## src/rtl/capture_pkg.sv

```systemverilog
package capture_pkg;
  typedef struct packed {
    logic loadWord;
  } captureCtrl_t;
endpackage

```

## src/rtl/capture_ctrl.sv

```systemverilog
module capture_ctrl
  import capture_pkg::*;
#(
  parameter int SYNC_DEPTH = 2
) (
  input  logic         clk,
  input  logic         rst,
  input  logic         strobeAsync,
  output captureCtrl_t ctrl
);
  localparam int EffDepth = (SYNC_DEPTH < 2) ? 2 : SYNC_DEPTH;

  logic [EffDepth-1:0] syncQ;
  logic                histQ;

  // Stages preset to the asserted level so that a strobe already high at
  // reset release never looks like a fresh edge.
  always_ff @(posedge clk) begin
    if (rst) begin
      syncQ <= '1;
      histQ <= 1'b1;
    end else begin
      syncQ <= {syncQ[EffDepth-2:0], strobeAsync};
      histQ <= syncQ[EffDepth-1];
    end
  end

  always_comb begin
    ctrl.loadWord = syncQ[EffDepth-1] & ~histQ;
  end
endmodule

```

## src/rtl/capture_datapath.sv

```systemverilog
module capture_datapath
  import capture_pkg::*;
#(
  parameter int BUS_W  = 8,
  parameter int ADDR_W = 6
) (
  input  logic              clk,
  input  logic              rst,
  input  captureCtrl_t      ctrl,
  input  logic [BUS_W-1:0]  busAsync,
  input  logic [ADDR_W-1:0] localAddr,
  output logic [BUS_W-1:0]  capturedWord,
  output logic              wordValid,
  output logic              selectMatch
);
  localparam int SelLsb = BUS_W - ADDR_W;

  logic [ADDR_W-1:0] addrQ;
  logic [BUS_W-1:0]  wordQ;
  logic              validQ;
  logic              matchQ;

  always_ff @(posedge clk) begin
    if (rst) begin
      addrQ  <= '0;
      wordQ  <= '0;
      validQ <= 1'b0;
      matchQ <= 1'b0;
    end else begin
      addrQ  <= localAddr;
      validQ <= ctrl.loadWord;
      if (ctrl.loadWord) begin
        wordQ  <= busAsync;
        matchQ <= (busAsync[BUS_W-1:SelLsb] == addrQ);
      end
    end
  end

  assign capturedWord = wordQ;
  assign wordValid    = validQ;
  assign selectMatch  = matchQ;
endmodule

```

## src/rtl/qualified_bus_capture.sv

```systemverilog
module qualified_bus_capture
  import capture_pkg::*;
#(
  parameter int BUS_W      = 8,
  parameter int ADDR_W     = 6,
  parameter int SYNC_DEPTH = 2
) (
  input  logic              clk,
  input  logic              rst,
  input  logic              strobeAsync,
  input  logic [BUS_W-1:0]  busAsync,
  input  logic [ADDR_W-1:0] localAddr,
  output logic [BUS_W-1:0]  capturedWord,
  output logic              wordValid,
  output logic              selectMatch
);
  captureCtrl_t ctrl;

  capture_ctrl #(.SYNC_DEPTH(SYNC_DEPTH)) uCtrl (
    .clk(clk), .rst(rst), .strobeAsync(strobeAsync), .ctrl(ctrl)
  );

  capture_datapath #(.BUS_W(BUS_W), .ADDR_W(ADDR_W)) uData (
    .clk(clk), .rst(rst), .ctrl(ctrl), .busAsync(busAsync),
    .localAddr(localAddr), .capturedWord(capturedWord),
    .wordValid(wordValid), .selectMatch(selectMatch)
  );
endmodule

```

## config.mk

```make
export PLATFORM = sky130hd
export DESIGN_NAME = qualified_bus_capture
export DESIGN_NICKNAME = d
export VERILOG_FILES = /design/src/rtl/capture_pkg.sv /design/src/rtl/capture_ctrl.sv /design/src/rtl/capture_datapath.sv /design/src/rtl/qualified_bus_capture.sv
export SDC_FILE = /design/constraint.sdc
export NUM_CORES = 1
export LEC_CHECK = 0
export BUFFER_PORTS_ARGS = -buffer_cell sky130_fd_sc_hd__buf_4
export CAP_MARGIN = 20
export CORE_MARGIN = 10
export CORE_UTILIZATION = 47
export DETAILED_ROUTE_END_ITERATION = 8
export GPL_ROUTABILITY_DRIVEN = 0
export HOLD_SLACK_MARGIN = 0.03
export PLACE_DENSITY = 0.8
export SLEW_MARGIN = 10
export SYNTH_ARGS = -nofsm -noshare
export SYNTH_HDL_FRONTEND = slang
export SYNTH_SLANG_ARGS = --single-unit
```

## constraint.sdc

```tcl
create_clock -name clk -period 3.3 [get_ports clk]
set_input_delay 0.495 -clock clk [delete_from_list [all_inputs] [get_ports clk]]
set_output_delay 0.495 -clock clk [all_outputs]
set_load 0.02 [all_outputs]
```

* Word level (Yosys, flattened, before mapping)
Index checks and enable logic that the tools add are counted.
** Word-level totals
- Register bits after elaboration :: 19
- Input bits :: 17
- Output and inout port bits :: 10
- Word-level logic and storage cells :: 9
** Cells by class
- Equal/unequal tests :: 1
- Bitwise operators :: 2
** Operators with widths (number)
- $eq 6x6->1 :: 1
- $and 1x1->1 :: 1
- $not 1->1 :: 1

* Longest topological paths before layout
- Word-level depth :: 2
- Gate-level depth with buffers :: 4

* Modules after synthesis
From an unflattened synthesis, not the netlist that was laid out.
** Unflattened totals
- Cells, all modules :: 58
- Area, all modules :: 669.4 µm²
** By module, submodules not included
- capture_datapath :: instances 1, cells each 51, area each 584.3 µm², seq. area each 320.3 µm²
- capture_ctrl :: instances 1, cells each 7, area each 85.1 µm², seq. area each 60.1 µm²

* Least setup slack after synthesis
No wires, ideal clock.
- Kind :: input-to-reg
- Start point :: in busAsync[2]
- End point :: reg uData.matchQ (netlist: uData.selectMatch)
- Library setup time :: 0.069 ns
- Arrival :: 1.185 ns
- Data required time :: 3.231 ns
- Setup slack :: 2.046 ns
- Stages on the path :: 3
- Cell sequence :: xor2_1 > or4_1 > o21ai_1
** On the way
- Word-level cells in the longest chain between the ends :: 1
** RTL lines
- start, declared :: RTL line qualified_bus_capture.sv:11 : input logic [BUS_W-1:0] busAsync,
- $eq 6x6->1 :: RTL line capture_datapath.sv:34 : matchQ <= (busAsync[BUS_W-1:SelLsb] == addrQ);
- end signal, assigned :: RTL line capture_datapath.sv:34
- end, declared :: RTL line capture_datapath.sv:21 : logic matchQ;
Every way passes these cells.
A chain may end at the register's enable or synchronous reset.

* Worst setup path in the final report
- Start point :: reg uCtrl.histQ
- End point :: reg uData.matchQ (netlist: uData.selectMatch)
** On the way
- Word-level cells in the longest chain between the ends :: 2
** RTL lines
- start, declared :: RTL line capture_ctrl.sv:14 : logic histQ;
- start signal, assigned :: RTL line capture_ctrl.sv:24 : histQ <= syncQ[EffDepth-1];
- $not 1->1 :: RTL line capture_ctrl.sv:29 : ctrl.loadWord = syncQ[EffDepth-1] & ~histQ;
- $and 1x1->1 :: RTL line capture_ctrl.sv:29
Every way passes these cells.

==> impl_metrics.toml <==
[synth]
yosys_most_used_dff = "sky130_fd_sc_hd__dfxtp_1"
synth_seq_area_share = 0.587
post_synthesis_cells = 69
asyncSetResetFlopFracSynth = 0
netlist_top_cells_area = "sky130_fd_sc_hd__dfxtp_1 (59%), sky130_fd_sc_hd__nand2_1 (9.3%), sky130_fd_sc_hd__nor2b_1 (6.8%)"
fraction_of_synthesized_cell_area_taken_by_the_top_area_cell_type = 0.587
synth-seq-cells = 19
synth.distinct_cells = 16
synth.most_common_cell = "sky130_fd_sc_hd__dfxtp_1"
syn_nets = 86
ys_warn_count = 0
syn-cell-area_um2 = 648
synth.avg_cell_area_um2 = 9.39
synth_largest_area_cell = "sky130_fd_sc_hd__dfxtp_1"
yosys-top-cells-count = "sky130_fd_sc_hd__dfxtp_1 (19), sky130_fd_sc_hd__nand2_1 (16), sky130_fd_sc_hd__a21oi_1 (8), sky130_fd_sc_hd__nor2b_1 (7), sky130_fd_sc_hd__xnor2_1 (4)"
synth_enable_flop_cells = 0

[critical_path]
cp_slowest_cell = "sky130_fd_sc_hd__or4_1"
crit_path_start_kind = "register"
r2r_end = "uData.selectMatch$_SDFFE_PP0P_"
crit_path_max_cell_delay_ns = 0.57
critPathMaxFanout = 11
ff2ff_path_depth = 3
worstPathCellList = "nand2b_1 -> or4_1 -> o21ai_1"
cp.required_ns = 3.53
worst_setup_path_startpoint = "uCtrl.histQ$_SDFF_PP1_"
worst_setup_path_endpoint = "uData.selectMatch$_SDFFE_PP0P_"
reg2reg_from = "uCtrl.histQ$_SDFF_PP1_"
timing.setup.critical_path_class = "register to register"
cp-end-kind = "register"
critPathArrivalTime_ns = 1.60
slack_of_the_worst_reg_to_reg_path_ns = 1.94

[cts]
ctsRootBufferMaster = "sky130_fd_sc_hd__clkbuf_4"
cts_repair_resize_count = 0
tritoncts_num_sinks = 19
tritoncts_clock_tree = "yes"
cts-root-to-sink-buffers = 2
cts-htree-levels = 1
postCtsSetupBuffers = 0
cts.hold.buffers_added = 0
number_of_buffers_created_by_cts = 3
clock_latency_ns = 0.29
worst_setup_hold_path_clk_slew_ns = 0.09

[power_and_ir_drop]
vdd_drop_max_uv = 204
ratio_of_total_power_to_cell_area_nw_per_um2 = 451
power_leakage_uw = 0.000365
power.sequential.fraction = 0.610
switching_share = 0.218
share_comb_of_total_power = 0.101
intPower_uw = 307
power.switching_uw = 85.6
power.share.clock = 0.289
total_power_uw = 393

[sta]
finalHoldViolations = 0
timing.max_slew.rel_slack = 0.662
setup_total_negative_slack_ns = 0
grt_setup_unrepaired = "no"
tightestPinTransition_ns = 0.506
maxSlewViolCount = 0
timing.final.setup_violations = 0
skew_ns = 0.00390
share_of_the_clock_period_used_by_the_worst_path_after_layout = 0.413
max_freq_mhz = 733
layout_min_cycle_time_ns = 1.36

[floorplanning]
start_util = 0.498
fp.dieW_um = 57.1
fp.coreArea_um2 = 1300
dieArea_um2 = 3260
rows = 13
die-height_um = 57.1
io-pin-count = 27

[placed_design]
port_buffers = 26
place.detailed.hpwl_um = 1040

[route]
post_drt_wl_per_cell_um = 12.1
dr_total_vias = 519
drt_wl_total_um = 1330
avgViaCountPerCell = 4.72
first_pass_iters = 4
initialDrtViolationCount = 13
drc_errors = 0
ant_nets = 0

[finish]
syn_to_final_growth_pct = 34.6
n_antenna_cell = 0
nNetsFinal = 113
drive_above_1_share = 0.337

[grt]
first_global_vias = 516
grt_start_max_net_pins = 21
met1_usage = 0.105
gr-total-overflow = 0
globalRouteTotalUtil = 0.0885
grt_antenna_before_repair = 0
first_pass_grt_wire_length_um = 2350
global_routing_s_busiest_layer = "met2"
use_met3 = 0.0487
grtUsageMet2 = 0.122

[worst_hold_path]
hold_class = "input port to register"
hold_start = "strobeAsync"
timing.hold.worst_path_depth = 2

[run]
cap_violations = 0

[status]
run_status = "completed"
worst min-delay path by stage:
stage	end
after detailed placement	uCtrl.syncQ[1]$_SDFF_PP1_
after CTS	uCtrl.syncQ[0]$_SDFF_PP1_
after global placement	uCtrl.syncQ[1]$_SDFF_PP1_
after global routing	uCtrl.syncQ[0]$_SDFF_PP1_
final	uCtrl.syncQ[0]$_SDFF_PP1_
after floorplan	uCtrl.syncQ[1]$_SDFF_PP1_
worst max-delay path: cells and delay by family, from the launching register on:
family | cells | cell delay (ns)
flops | 1 | 0.32
compound gates | 1 | 0.11
simple gates | 2 | 0.88
layer usage:
| layer | share of wire | wire length (um) | vias up |
|---|---|---|---|
| met4 | 0.022 | 29 | 0 |
| li1 | - | - | 271 |
| met2 | 0.42 | 561 | 21 |
| met5 | 0 | 0 | - |
| met1 | 0.47 | 620 | 222 |
| met3 | 0.088 | 117 | 5 |
final cells by class:
class / count / area, um2
fillers: 123 / 429
flip-flops and latches: 19 / 380
multi-input cells: 46 / 251
repair buffers: 26 / 195
clock buffers: 4 / 26.3
well taps: 15 / 18.8
power groups by stage:
| stage | logic, uW | registers, uW | clock network, uW |
|---|---|---|---|
| CTS | 40.3 | 240 | 118 |
| floorplan | 16.4 | 247 | 0 |
| global placement | 39.3 | 245 | 0 |
| detailed placement | 40.1 | 245 | 0 |
| global route | 43.7 | 241 | 137 |
| finish | 39.8 | 240 | 113 |
cells by family (layout without fill, tap and decap cells):
kind of cell,after synthesis,after routing,share of synthesized area
AND/OR/NAND/NOR,31,31,0.237
AO/OA/AOI/OAI,9,9,0.0695
XOR/XNOR,6,6,0.0811
buffers and inverters,4,30,0.0251
flip-flops,19,19,0.587
metrics by stage:
| step | instance area (um2) | instances | hold WS, ns | setup slack (ns) | util |
|---|---|---|---|---|---|
| 2_1_floorplan | 648 | 69 | 0.389 | 2.05 | - |
| 3_5_place_dp | 846 | 106 | 0.396 | 1.88 | 0.650 |
| 5_1_grt | 872 | 110 | 0.360 | 1.88 | 0.670 |
| 3_3_place_gp | 846 | 106 | 0.393 | 1.92 | 0.650 |
| 6_report | 872 | 110 | 0.383 | 1.94 | 0.670 |
| 4_1_cts | 872 | 110 | 0.376 | 1.93 | 0.670 |
cell usage in the layout (no fill, tap or decap), drive strengths merged, types with 2 or more instances in the layout:
cell type  count
buf           26
dfxtp         19
nand2         16
a21oi          8
nor2b          7
xnor2          4
clkbuf         4
or2            3
xor2           2
flip-flops by register name (all words and copies together), names as in the netlist:
name and count:
uData.addrQ 6, uData.wordValid 1, uCtrl.syncQ 2, uData.selectMatch 1, uData.capturedWord 8, uCtrl.histQ 1
Power figures use the tool's default switching activity.
